==> src/rtl/vsc_pkg.sv <==
package vsc_pkg;

   // width of an error count that can hold every lane of every cycle of one window
   function automatic int unsigned count_bits(input int unsigned lanes, input int unsigned win);
      return $clog2(lanes * win + 1);
   endfunction

endpackage

==> src/rtl/vsc_popcount.sv <==
module vsc_popcount #(
   parameter int unsigned LANES = 4,
   parameter int unsigned OUT_W = 3
) (
   input  logic [LANES-1:0] bits,
   output logic [OUT_W-1:0] count
);

   logic [OUT_W-1:0] partial [LANES+1];

   assign partial[0] = '0;

   for (genvar g = 0; g < LANES; g++) begin : g_lane
      assign partial[g+1] = partial[g] + OUT_W'(bits[g]);
   end

   assign count = partial[LANES];

endmodule

==> src/rtl/vsc_window.sv <==
module vsc_window #(
   parameter int unsigned LANES   = 4,
   parameter int unsigned WIN_LEN = 16,
   parameter int unsigned ACC_W   = 7
) (
   input  logic             clk,
   input  logic             rst,
   input  logic [LANES-1:0] err_lanes,
   output logic             win_last,
   output logic [ACC_W-1:0] win_total
);

   localparam int unsigned CNT_W = $clog2(WIN_LEN);
   localparam int unsigned POP_W = $clog2(LANES + 1);
   localparam logic [CNT_W-1:0] LAST_IDX = CNT_W'(WIN_LEN - 1);

   logic [CNT_W-1:0] cyc_q;
   logic [ACC_W-1:0] acc_q;
   logic [POP_W-1:0] pop_now;

   vsc_popcount #(
      .LANES(LANES),
      .OUT_W(POP_W)
   ) u_pop (
      .bits (err_lanes),
      .count(pop_now)
   );

   assign win_last  = (cyc_q == LAST_IDX);
   assign win_total = acc_q + ACC_W'(pop_now);

   always_ff @(posedge clk) begin
      if (rst) begin
         cyc_q <= '0;
         acc_q <= '0;
      end else if (win_last) begin
         cyc_q <= '0;
         acc_q <= '0;
      end else begin
         cyc_q <= cyc_q + 1'b1;
         acc_q <= win_total;
      end
   end

endmodule

==> src/rtl/vsc_step.sv <==
module vsc_step #(
   parameter int unsigned CODE_W   = 8,
   parameter int unsigned ACC_W    = 7,
   parameter int unsigned GAIN_W   = 4,
   parameter int unsigned CODE_MIN = 40,
   parameter int unsigned CODE_MAX = 200
) (
   input  logic [CODE_W-1:0] code_cur,
   input  logic [ACC_W-1:0]  target,
   input  logic [ACC_W-1:0]  sampled,
   input  logic [GAIN_W-1:0] gain,
   output logic [CODE_W-1:0] code_nxt
);

   localparam int unsigned DIFF_W = ACC_W + 1;
   localparam int unsigned PROD_W = DIFF_W + GAIN_W + 1;
   localparam int unsigned WIDE_W = ((CODE_W + 1 > PROD_W) ? CODE_W + 1 : PROD_W) + 1;
   localparam logic signed [WIDE_W-1:0] LO_S = WIDE_W'(CODE_MIN);
   localparam logic signed [WIDE_W-1:0] HI_S = WIDE_W'(CODE_MAX);

   logic signed [DIFF_W-1:0] diff;
   logic signed [PROD_W-1:0] step;
   logic signed [WIDE_W-1:0] cur_w;
   logic signed [WIDE_W-1:0] raw;

   always_comb begin
      diff  = $signed({1'b0, target}) - $signed({1'b0, sampled});
      step  = PROD_W'(diff) * $signed({{(PROD_W-GAIN_W){1'b0}}, gain});
      cur_w = $signed({{(WIDE_W-CODE_W){1'b0}}, code_cur});
      raw   = cur_w - WIDE_W'(step);
      if (raw < LO_S)
         code_nxt = CODE_W'(CODE_MIN);
      else if (raw > HI_S)
         code_nxt = CODE_W'(CODE_MAX);
      else
         code_nxt = raw[CODE_W-1:0];
   end

endmodule

==> src/rtl/vscale_ctrl.sv <==
module vscale_ctrl
   import vsc_pkg::*;
#(
   parameter int unsigned LANES     = 4,
   parameter int unsigned WIN_LEN   = 16,
   parameter int unsigned CODE_W    = 8,
   parameter int unsigned CODE_MIN  = 40,
   parameter int unsigned CODE_MAX  = 200,
   parameter int unsigned CODE_INIT = 120,
   parameter int unsigned GAIN_W    = 4,
   localparam int unsigned ACC_W    = count_bits(LANES, WIN_LEN)
) (
   input  logic              clk,
   input  logic              rst,
   input  logic [LANES-1:0]  err_lanes,
   input  logic [ACC_W-1:0]  err_target,
   input  logic [GAIN_W-1:0] gain,
   output logic [CODE_W-1:0] vcode,
   output logic              vcode_upd
);

   if (WIN_LEN < 2) begin : g_bad_win
      $error("vscale_ctrl: WIN_LEN must be at least 2");
   end
   if (LANES < 1) begin : g_bad_lanes
      $error("vscale_ctrl: LANES must be at least 1");
   end
   if (CODE_MIN > CODE_MAX) begin : g_bad_range
      $error("vscale_ctrl: CODE_MIN above CODE_MAX");
   end
   if (CODE_MAX >= (1 << CODE_W)) begin : g_bad_width
      $error("vscale_ctrl: CODE_MAX does not fit CODE_W");
   end
   if (CODE_INIT < CODE_MIN || CODE_INIT > CODE_MAX) begin : g_bad_init
      $error("vscale_ctrl: CODE_INIT outside code range");
   end

   logic              win_last;
   logic [ACC_W-1:0]  win_total;
   logic [CODE_W-1:0] code_nxt;
   logic [CODE_W-1:0] code_q;
   logic              upd_q;

   vsc_window #(
      .LANES  (LANES),
      .WIN_LEN(WIN_LEN),
      .ACC_W  (ACC_W)
   ) u_win (
      .clk      (clk),
      .rst      (rst),
      .err_lanes(err_lanes),
      .win_last (win_last),
      .win_total(win_total)
   );

   vsc_step #(
      .CODE_W  (CODE_W),
      .ACC_W   (ACC_W),
      .GAIN_W  (GAIN_W),
      .CODE_MIN(CODE_MIN),
      .CODE_MAX(CODE_MAX)
   ) u_step (
      .code_cur(code_q),
      .target  (err_target),
      .sampled (win_total),
      .gain    (gain),
      .code_nxt(code_nxt)
   );

   always_ff @(posedge clk) begin
      if (rst) begin
         code_q <= CODE_W'(CODE_INIT);
         upd_q  <= 1'b0;
      end else begin
         upd_q <= win_last;
         if (win_last)
            code_q <= code_nxt;
      end
   end

   assign vcode     = code_q;
   assign vcode_upd = upd_q;

endmodule

==> config.mk <==
export PLATFORM = sky130hd
export DESIGN_NAME = vscale_ctrl
export DESIGN_NICKNAME = d
export VERILOG_FILES = /design/src/rtl/vsc_pkg.sv /design/src/rtl/vsc_popcount.sv /design/src/rtl/vsc_window.sv /design/src/rtl/vsc_step.sv /design/src/rtl/vscale_ctrl.sv
export SDC_FILE = /design/constraint.sdc
export NUM_CORES = 1
export LEC_CHECK = 0
export BUFFER_PORTS_ARGS = -buffer_cell sky130_fd_sc_hd__buf_2
export CAP_MARGIN = 20
export CORE_ASPECT_RATIO = 0.9
export CORE_UTILIZATION = 55
export CTS_BUF_LIST = sky130_fd_sc_hd__clkbuf_2
export CTS_CLUSTER_SIZE = 12
export DETAILED_ROUTE_END_ITERATION = 6
export PLACE_DENSITY_LB_ADDON = 0.05
export SLEW_MARGIN = 20
export SYNTH_ARGS = -nofsm -noshare
export SYNTH_HDL_FRONTEND = slang
export SYNTH_HIERARCHICAL = 1
export SYNTH_SLANG_ARGS = --single-unit
==> constraint.sdc <==
create_clock -name clk -period 15.58 [get_ports clk]
set_clock_uncertainty 0.1 [all_clocks]
set_input_delay 1.558 -clock clk [delete_from_list [all_inputs] [get_ports clk]]
set_output_delay 1.558 -clock clk [all_outputs]
set_load 0.02 [all_outputs]
==> results of run 1 <==
synth_stat cells (all sizes together), types with 2 or more instances:
cell type / instances / share of area (%)
a2111oi: 2 / 1.1
a211o: 5 / 1.4
a211oi: 2 / 0.61
a21o: 8 / 1.9
a21oi: 17 / 2.7
a221o: 2 / 0.61
a2bb2oi: 2 / 0.54
and2: 24 / 4.6
and3: 4 / 0.81
buf: 4 / 1.4
clkbuf: 6 / 0.69
dfxtp: 20 / 12
fa: 23 / 14
ha: 48 / 18
inv: 76 / 8.7
mux2: 2 / 0.69
mux2i: 6 / 1.8
nand2: 13 / 1.6
nand2b: 4 / 1.0
nand3: 8 / 1.2
nand4: 3 / 0.58
nor2: 23 / 2.6
nor2b: 19 / 3.8
nor3: 6 / 0.92
nor3b: 4 / 1.1
o2111ai: 2 / 0.54
o211a: 2 / 0.61
o211ai: 2 / 0.46
o21a: 4 / 0.92
o21ai: 13 / 2.0
o21bai: 2 / 0.46
o31ai: 2 / 0.46
or2: 4 / 0.77
or3: 3 / 0.61
or4: 2 / 0.69
xnor2: 9 / 2.4
xor2: 7 / 1.9
routing by layer:
layer  global-route usage (%)  part of all wire [%]  vias to the layer above
met2                    37.43                    46                       36
met1                    30.99                    52                     1226
li1                         -                     -                     1342
met3                    2.741                   2.5                        2
met5                        0                     0                        -
met4                    2.107                 0.077                        0
final cells by class:
type | count | area [um2]
Multi-Input combinational cell | 288 | 2509
Fill cell | 540 | 2271
Sequential cell | 20 | 400.4
Inverter | 76 | 285.3
Timing Repair Buffer | 25 | 125.1
Tap cell | 70 | 87.58
Clock buffer | 3 | 15.01
critical path: cells and delay by family:
kind | cells | cell delay, ns
adders and majority gates | 10 | 3.89
xor gates and xnor gates | 1 | 0.20
buffers and inverters | 9 | 0.53
AOI/OAI and AO/OA | 8 | 1.87
and+or+nand+nor | 6 | 1.56
kinds of logic after synthesis:
group                      share of synthesized area, %
xor gates and xnor gates                          4.296
and+or+nand+nor                                   21.21
AOI/OAI and AO/OA                                 16.34
DFF                                               12.27
adders and majority gates                         32.53
muxes                                             2.532
buffers and inverters                             10.82
sequential cells by signal, summed over array words and instances (netlist names):
signal,cells
vcode,8
u_win/acc_q,7
u_win/cyc_q,4
vcode_upd,1
placed cells by master, fill, tap and decap left out, types with 3 or more instances in the layout:
master	netlist	routed
sky130_fd_sc_hd__inv_1	76	76
sky130_fd_sc_hd__ha_1	48	48
sky130_fd_sc_hd__buf_2	0	25
sky130_fd_sc_hd__and2_1	24	24
sky130_fd_sc_hd__nor2_1	23	23
sky130_fd_sc_hd__fa_1	23	23
sky130_fd_sc_hd__dfxtp_1	20	20
sky130_fd_sc_hd__nor2b_1	17	17
sky130_fd_sc_hd__a21oi_1	16	16
sky130_fd_sc_hd__o21ai_0	13	13
sky130_fd_sc_hd__nand2_1	12	12
sky130_fd_sc_hd__xnor2_1	9	9
sky130_fd_sc_hd__nand3_1	8	8
sky130_fd_sc_hd__a21o_1	7	7
sky130_fd_sc_hd__xor2_1	7	7
sky130_fd_sc_hd__mux2i_1	6	6
sky130_fd_sc_hd__nor3_1	6	6
sky130_fd_sc_hd__a211o_1	4	4
sky130_fd_sc_hd__o21a_1	4	4
sky130_fd_sc_hd__clkbuf_2	0	3
sky130_fd_sc_hd__nand2b_1	3	3
sky130_fd_sc_hd__or2_2	3	3
sky130_fd_sc_hd__nor3b_1	3	3
sky130_fd_sc_hd__nand4_1	3	3
sky130_fd_sc_hd__and3_1	3	3
worst max path at each step:
stage | from | endpoint | cells after the start
4_1_cts | err_lanes[0] | vcode[3] | 34
3_3_place_gp | err_lanes[0] | vcode[3] | 34
2_1_floorplan | err_lanes[0] | vcode[3] | 34
3_5_place_dp | err_lanes[0] | vcode[3] | 34
6_report | err_lanes[0] | vcode[3] | 34
5_1_grt | err_lanes[0] | vcode[3] | 34
metrics by stage:
step	instances	area [um2]
after floorplan	394	3262
after global placement	479	3407
after detailed placement	479	3407
after CTS	482	3422
after global routing	482	3422
final	482	3422
==> run summary, run 1 <==
The die area came out at between 0.006 and 0.007 mm2. The number of synthesized flops with an enable pin is 0. The cell that appears most often on the critical path is sky130_fd_sc_hd__inv_1. The sink count of the clock tree came out at 20. The share of the cycle needed by the critical path after routing came out at between 60% and 70%. The global route total overflow is 0.

The root buffer cell chosen for the clock tree is sky130_fd_sc_hd__clkbuf_2. The die is 75.06 um tall. The final critical-path required period is ~9.5 ns.

The reg-to-reg critical path endpoint is vcode[3]. The number of inserted diodes is 0. Max-cap violations in this run came to 0.

Counting instances, the worst hold path has a depth of 1. In the synthesized netlist the async set-or-reset flop fraction comes to 0%. The count of unique library cells instantiated by Yosys is 60. The number of resized instances in the post-cts repair step is 0. For the pin with the worst max-slew slack, the measured transition is ~0.67 ns.

The average via count per standard cell is ~5.4. The utilization after layout is about three fifths. Measured in cells, the most critical reg-to-reg path has a length of 29. The global-route wire length before repair came out at roughly 11000 um.

At the end of routability-driven placement, the weighted congestion stood at slightly above 0.9. Synthesis produced a netlist with a net count of slightly below 500. STA classifies the critical path endpoint as a register. The post-CTS setup buffer count is 0. The final total negative setup slack is 0 ns. In this run the cell area of the synthesized design comes to between 0.003 and 0.004 mm2. The average wire per standard cell is 13.39 um. After detailed routing, the number of remaining DRC violations is 0. The via count is ~2600. Setup violations remaining at the end of the flow were counted as 0. A synthesized cell averages just over 8 um2. Setup repair after global routing left no endpoint under its margin.

The initial antenna violation count came out at 0. The initial cell density of the core is a little under three fifths. The violation count after the first detailed-route iteration came out at 80. The count of mapped cells out of synthesis is between 300 and 400.

The pin count of the biggest net entering global routing came out at 18. The number of register bits inferred by synthesis is 20. The register clock-pin slew on the reported worst setup and hold paths came out at between 0.15 and 0.2 ns. The worst setup path is launched from an input port. The first TritonRoute pass finished after 4 iterations.

In this design, the stage delay of the slowest critical-path cell is ~0.53 ns. The area growth from synthesis to layout is 4.910%. For this design the top-level I/O count stands at 26. The startpoint identified for the worst hold timing path is u_win/cyc_q[0]. The count of port buffers added during placement came out at 25.

The horizontal die dimension is between 80 and 90 um. Among all flip-flop cells after synthesis, the most frequent one is sky130_fd_sc_hd__dfxtp_1. The number of nets in the finished design came out at ~500.

On the critical path, the stage with the largest delay is an instance of sky130_fd_sc_hd__fa_1. The placeable core area is about 0.0057 mm2. The detail route stage leaves a number of antenna-violating nets equal to 0. The hold violation total from the final report came to 0. The TritonCTS clock tree is done. The number of global-route vias before repair came out at between 2000 and 3000. The data arrival time of the worst path is 9.61 ns. In this run the tightest slew margin relative to its limit is between 50% and 60%. The fmax is about 110 MHz. The site row count is 26.

The warning count from the yosys run came out at 6. At the later pin of the worst-skew pair, clock insertion delay measures 0.32 ns. The worst register-to-register path begins at u_win/acc_q[0]. The data required time at the worst endpoint is around 16 ns.

The portion of the post-synthesis area used by sequential elements came out at approximately an eighth. The fraction of final layout cells sized beyond drive strength 1 came out at between 10% and 20%. The setup slack at placement is between 5 and 6 ns. The routed wire length is 6452 um. Across all register-to-register paths, the minimum setup slack is around 8.0 ns. For hold timing, the worst endpoint is u_win/cyc_q[0].

The clock tree buffer depth is 2. The number of buffers added by the clock tree synthesis step is 3. The all-layer global routing usage came out at roughly 22%. The number of slew-limit violations in the final report is 0. Along the worst path, the maximum fanout reaches 11.

The classification of the worst-slack hold path is reg -> reg. The category of the most critical setup path is in -> reg. The number of levels in the clock H-tree is 1. The HPWL reported at the end of detailed placement came out at 5573 um. The run finished with clean final reports. The smallest hold slack came out at between 0.3 and 0.4 ns. The number of hold buffers added after CTS came out at 0.

The post-layout worst setup margin is 6.092 ns.
Power of run 1 is not shown: default switching activity piles up to over one toggle a cycle in this logic, so the estimate is an artifact.
==> run 2: changes to the inputs <==
clock period = 8.6 ns   (was 15.58 ns; I/O delays follow)
==> run summary, run 2 (synthesized netlist as in run 1, its figures left out) <==
The number of flip-flops under the largest register name came out at 8 (unchanged). The number of resized instances in the post-cts repair step came out at 0 (unchanged). The initial cell density of the core is 57.30% (unchanged). The number of fill cells came out at 502 (-7.0%).

The run finished with clean final reports. The sequential cell area came to 400.4 um2 (unchanged). The remaining antenna violation count is 0 (unchanged). The worst setup path is captured at a register. The number of inserted diodes came to 0 (unchanged).

The global-route wire length before repair came out at 11000 um (-1.7%). The slew at the pin closest to its max-slew limit is 0.6536 ns (-0.01682 ns). The area growth from synthesis to layout is 15.77%. The worst setup path is launched from an input port. The worst slew margin relative to its limit is 56.43% (+1.1 points). The number of slew-limit violations in the final report is 0 (unchanged). The overall die height is 75.06 um (unchanged). The violation count after the first detailed-route iteration came to 93 (+16%). The final total negative setup slack came out at 0 ns (unchanged).

The root buffer cell is sky130_fd_sc_hd__clkbuf_2. The count of endpoints failing setup in the final report is 0 (unchanged). The initial antenna violation count is 0 (unchanged).

The combined area of the multi-input logic cells came out at 0.002615 mm2 (+4.2%). In the finished design, the share of the clock period the worst path needs comes to a little over nine tenths. The most repeated library cell on the critical path is sky130_fd_sc_hd__inv_1. The number of global-route vias before repair came to 2464 (-1.7%).

The length of the first detailed-routing pass in iterations is 4 (unchanged). The number of hold buffers added after CTS came out at 0 (unchanged). On the critical path, the stage with the largest delay is an instance of sky130_fd_sc_hd__fa_1. The post-CTS setup buffer count is 0 (unchanged). The hold violation total from the final report came out at 0 (unchanged). The global route total overflow came out at 0 (unchanged). The via count came out at 2700 (+3.6%). The number of buffers added by the clock tree synthesis step was 3 (unchanged). The average wire per standard cell is 12.76 um (-4.7%). The data required time at the worst endpoint is 8.73 ns (-6.97 ns). The total placed cells including tap cells came to 508 (+6.1%).

By startpoint and endpoint, the worst setup path is classified as in -> reg. The count of port buffers added during placement came out at 25 (unchanged). The fraction of final layout cells sized beyond drive strength 1 came out at 21.27% (+9.4 points).

The pin count of the biggest net entering global routing came out at 18 (unchanged). The sink count of the clock tree is 20 (unchanged). The startpoint of the worst hold path is u_win/cyc_q[0]. The largest stage delay on the critical path came to 0.54 ns (about the same).

The DRC violation count after routing is 0 (unchanged). The HPWL reported at the end of detailed placement came to 5443 um (-2.3%). TritonCTS built the clock tree.

The number of nets in the finished design is 531 (+5.8%). The clock latency reported for the late side of the worst-skew pair is 0.32 ns (about the same). The average via count per standard cell came out at 5.273 (-2.5%). The placed cell area is 0.003625 mm2 (+6.4%).

The data arrival time of the worst path is 8.41 ns (-1.20 ns). The site row count is 26 (unchanged). The die area was 0.006243 mm2 (unchanged). The global placement routability congestion came to 0.8581 (-5.3%). The routed wire length came out at 6533 um (+1.3%).

The largest driver fanout on the critical path is 4 (-7). In the layout the commonest cells are sky130_fd_sc_hd__inv_1 (76), sky130_fd_sc_hd__ha_1 (44), sky130_fd_sc_hd__buf_4 (29), sky130_fd_sc_hd__buf_2 (25), sky130_fd_sc_hd__and2_1 (24). The min-delay analysis places its worst path in the category reg -> reg. The final cell count without fillers is 512 (+6.2%). The final design instance area without fill came to 0.003776 mm2 (+10%). The horizontal die dimension is 83.18 um (unchanged). The critical path launch point is err_lanes[0]. The register clock-pin slew on the reported worst setup and hold paths came to 0.19 ns (+0.02 ns). The clock tree buffer depth came out at 2 (unchanged). The number of maximum-capacitance constraint violations is 0 (unchanged). The fmax is 120.8 MHz. The library cell used most frequently in the layout, excluding fill and tap cells, is sky130_fd_sc_hd__inv_1. The startpoint identified for the worst register-to-register timing path is u_win/acc_q[0].

The number of levels in the clock H-tree is 1 (unchanged). The all-layer global routing usage came out at 21.44% (-0.41 points). The I/O pin count is 26 (unchanged). The clock period could shrink to ~8.3 ns. The placeable core area came out at 0.005693 mm2 (unchanged).
[run 2: cell count changes in the layout (fill, tap and decap cells not counted), sizes merged]
cell,change
bufinv,+1
buf,+29
[run 2: area by class of cell]
cell class / count / share of cell area [%]
flip-flops and latches: 20 / 10.60
clock buffers: 3 / 0.3976
repair buffers: 54 / 9.079
multi-input cells: 288 / 69.25
clock inverters: 1 / 0.7952
inverters: 76 / 7.555
well taps: 70 / 2.319
[run 2: per-layer routing]
layer	GRT usage (%)	vias up	share of wire (%)	wire, um
li1	-	1400	-	-
met1	32.02	1259	51	3355
met2	35.34	41	45	2964
met3	2.303	0	3.3	213
met4	1.149	0	0	0
met5	0	-	0	0
[run 2: path summary, 6_finish.rpt]
check | to | slack (ns) | depth (start not counted)
worst max register to register | vcode[3] | 1.52 | 29
worst min-delay path | u_win/cyc_q[0] | 0.37 | 1
worst min register to register | u_win/cyc_q[0] | 0.37 | 1
worst max-delay path | vcode[3] | 0.32 | 33
[run 2: through the flow]
| stage | utilization (%) | setup WS [ns] | hold WS (ns) |
|---|---|---|---|
| after floorplan | - | 0.1168 | 0.3178 |
| after global placement | 63.67 | -0.1793 | 0.3322 |
| after detailed placement | 63.67 | -0.2131 | 0.3515 |
| after CTS | 64.46 | 0.1165 | 0.3763 |
| after global routing | 66.33 | -0.02503 | 0.4081 |
| final | 66.33 | 0.3194 | 0.3686 |
[run 2: worst max-delay path, delay by kind of cell]
| family | cells | cell delay, ns |
|---|---|---|
| fa+ha+maj | 10 | 3.60 |
| xor+xnor | 1 | 0.14 |
| simple gates | 7 | 1.59 |
| compound gates | 8 | 1.79 |
| buf+inv | 7 | 0.42 |
Power of run 2 is left out for the same reason.
==> run 3: changes to the inputs <==
SYNTH_HIERARCHICAL = default   (was 1)
==> run summary, run 3 <==
The global placement routability congestion is 0.9614 (+12%). The clock latency reported for the late side of the worst-skew pair is 0.35 ns (+0.03 ns). The number of slew-limit violations in the final report is 0 (unchanged). The largest stage delay on the critical path is 0.53 ns (about the same).

The number of synthesized flops with an enable pin came out at 0 (unchanged). The run finished with clean final reports. The slew at the pin closest to its max-slew limit came out at 0.6088 ns (-0.04480 ns). The initial cell density of the core is 57.25% (about the same).

The final cell count without fillers came to 448 (-13%). The root buffer cell is sky130_fd_sc_hd__clkbuf_2. Leaving out fill and tap cells, the most frequent cell in the layout is sky130_fd_sc_hd__inv_1. The largest total area in the synthesized netlist belongs to sky130_fd_sc_hd__ha_1. The share of Yosys cell area claimed by the top area cell type came to 18.19% (-0.22 points). The library cell contributing the largest single delay on the critical path is sky130_fd_sc_hd__fa_1. STA classifies the critical path endpoint as a register.

The data arrival time of the worst path is 8.12 ns (-0.29 ns). The number of fill cells was 477 (-5.0%). The number of hold buffers added after CTS is 0 (unchanged). The DRC violation count after routing is 0 (unchanged). The largest driver fanout on the critical path came to 6 (+2).

Setup repair after global routing left no endpoint under its margin. The net count of the mapped netlist was 440 (-8.7%). Compared with the post-synthesis result, the final layout area differs by 7.772%. The overall die height was 72.38 um (-3.6%). The share of flip-flops with an asynchronous set or reset was 0% (unchanged).

The pin count of the biggest net entering global routing is 13 (-5). The horizontal die dimension came to 80.20 um (-3.6%). The average via count per standard cell is 5.438 (+3.1%).

The die area came out at 0.005804 mm2 (-7.0%). Ranked by instance count, the synthesized netlist is headed by sky130_fd_sc_hd__inv_1 (65), sky130_fd_sc_hd__ha_1 (44), sky130_fd_sc_hd__nor2_1 (27). The buffering stage count on the worst path with inverters included came out at 7 (unchanged). The fraction of final layout cells sized beyond drive strength 1 is 11.55% (-9.7 points).

The warning count from the yosys run is 0 (-6). The remaining antenna violation count was 0 (unchanged). The register clock-pin slew on the reported worst setup and hold paths came out at 0.23 ns (+0.04 ns).

The sink count of the clock tree came out at 20 (unchanged). The portion of the post-synthesis area used by sequential elements came to 13.23% (+0.95 points). The global-route wire length before repair came out at 10380 um (-5.6%).

The routed wire length came out at 6004 um (-8.1%). The count of mapped cells out of synthesis came out at 355 (-9.9%). The violation count after the first detailed-route iteration was 104 (+12%). The worst slew margin relative to its limit came out at 59.22% (+2.8 points). The length of the first detailed-routing pass in iterations came out at 4 (unchanged). The number of maximum-capacitance constraint violations is 0 (unchanged). The placeable core area is 0.005286 mm2 (-7.1%). The number of global-route vias before repair is 2404 (-2.4%). The number of nets in the finished design is 467 (-12%). In the post-synthesis netlist, the biggest area contributors are sky130_fd_sc_hd__ha_1 (18%), sky130_fd_sc_hd__fa_1 (16%), sky130_fd_sc_hd__dfxtp_1 (13%). The I/O pin count was 26 (unchanged). Leaving out fill and tap cells, the most frequent cells in the layout are sky130_fd_sc_hd__inv_1 (65), sky130_fd_sc_hd__ha_1 (44), sky130_fd_sc_hd__nor2_1 (27), sky130_fd_sc_hd__buf_2 (25), sky130_fd_sc_hd__fa_1 (24). The internal reg-to-reg setup slack is 1.39 ns (-0.13 ns). The smallest hold slack is 0.3853 ns (+0.01667 ns). The total placed cells including tap cells is 444 (-13%). The average wire per standard cell was 13.40 um (+5.0%). The most common flop cell mapped by yosys is sky130_fd_sc_hd__dfxtp_1. The final total negative setup slack came out at 0 ns (unchanged). The number of register bits inferred by synthesis came out at 20 (unchanged). The post-CTS setup buffer count came out at 0 (unchanged). The count of port buffers added during placement came to 25 (unchanged).

The share of the cycle needed by the critical path after routing is 92.73% (-3.6 points). The per-instance average area after synthesis was 8.526 um2 (+3.0%). The count of unique library cells instantiated by Yosys came out at 61 (+1.7%). The most common cell in the synthesized netlist is sky130_fd_sc_hd__inv_1. The number of buffers added by the clock tree synthesis step is 3 (unchanged). The final critical-path required period was 7.974 ns (-0.3061 ns). The number of flip-flops under the largest register name came out at 8 (unchanged). The number of inserted diodes came out at 0 (unchanged). The fmax is 125.4 MHz (+3.8%). The site row count came out at 25 (-3.8%). The cell family contributing the most delay on the critical path is adder cells. The HPWL reported at the end of detailed placement came to 5130 um (-5.8%).

The number of levels in the clock H-tree came out at 1 (unchanged). The number of resized instances in the post-cts repair step is 0 (unchanged). The classification of the worst-slack hold path is reg -> reg. The data required time at the worst endpoint is 8.75 ns (+0.02 ns).

STA classifies the critical path startpoint as an input port. The count of endpoints failing setup in the final report is 0 (unchanged). The hold violation total from the final report came to 0 (unchanged). The initial antenna violation count came out at 0 (unchanged).

The category of the most critical setup path is in -> reg. The via count is 2436 (-9.8%). TritonCTS built the clock tree.

The all-layer global routing usage came out at 22.75% (+1.3 points). The summed instance area of the synthesized netlist came to 0.003027 mm2 (-7.2%). The global route total overflow is 0 (unchanged). The clock tree buffer depth came to 2 (unchanged).
-- run 3: cell types whose count changed after synthesis, moves of 4 or more --
cell / delta
sky130_fd_sc_hd__a21oi_1: -7
sky130_fd_sc_hd__and2_1: -10
sky130_fd_sc_hd__a22o_1: +4
sky130_fd_sc_hd__nor2b_1: -9
sky130_fd_sc_hd__mux2i_1: -5
sky130_fd_sc_hd__inv_1: -11
sky130_fd_sc_hd__a21o_1: -4
sky130_fd_sc_hd__nand2_1: +9
sky130_fd_sc_hd__nor2_1: +4
sky130_fd_sc_hd__o21ai_1: +4
sky130_fd_sc_hd__ha_1: -4
sky130_fd_sc_hd__xor2_1: +5
-- run 3: path summary, 6_finish.rpt --
path                       start  cells past startpoint              to
setup / recovery    err_lanes[0]                     30        vcode[3]
hold / removal    u_win.cyc_q[0]                      1  u_win.cyc_q[0]
setup reg to reg  u_win.acc_q[0]                     28        vcode[3]
hold reg to reg   u_win.cyc_q[0]                      1  u_win.cyc_q[0]
-- run 3: logic make-up after synthesis --
kind of cell	share of synthesized area (%)
AND/OR/NAND/NOR	20.13
flip-flops	13.23
adder cells (fa/ha/maj)	34.39
AO/OA/AOI/OAI	16.29
multiplexers	0.7028
XOR/XNOR	6.077
buffers and inverters	9.177
-- run 3: worst register-to-register path: cells and delay by family, from the launching register on --
kind | cells | cell delay, ns
AOI/OAI and AO/OA | 9 | 1.67
xor gates and xnor gates | 1 | 0.21
adders and majority gates | 8 | 3.23
buffers and inverters | 6 | 0.39
DFF | 1 | 0.36
and+or+nand+nor | 4 | 1.14
-- run 3: per-layer routing --
metal / global-route usage [%] / vias up / part of all wire, %
met5: 0 / - / 0
met2: 39.13 / 50 / 48
met1: 30.30 / 1133 / 48
li1: - / 1246 / -
met3: 2.013 / 7 / 3.1
met4: 6.944 / 0 / 1.1
-- run 3: layout make-up --
class	count	area [um2]	share of cell area, %
Clock buffer	3	15.01	0.4603
Inverter	65	244.0	7.480
Timing Repair Buffer	27	140.1	4.296
Tap cell	67	83.83	2.570
Clock inverter	1	30.03	0.9206
Sequential cell	20	400.4	12.27
Multi-Input combinational cell	265	2349	72.00
-- run 3: per-stage QoR --
stage          setup WS (ns)  utilization (%)  area [um2]
3_5_place_dp          0.1815            60.85        3217
5_1_grt              0.09824            61.70        3262
2_1_floorplan         0.8507                -        3027
3_3_place_gp          0.3481            60.85        3217
4_1_cts               0.6031            61.70        3262
6_report              0.6255            61.70        3262
Power of run 3 is left out for the same reason.
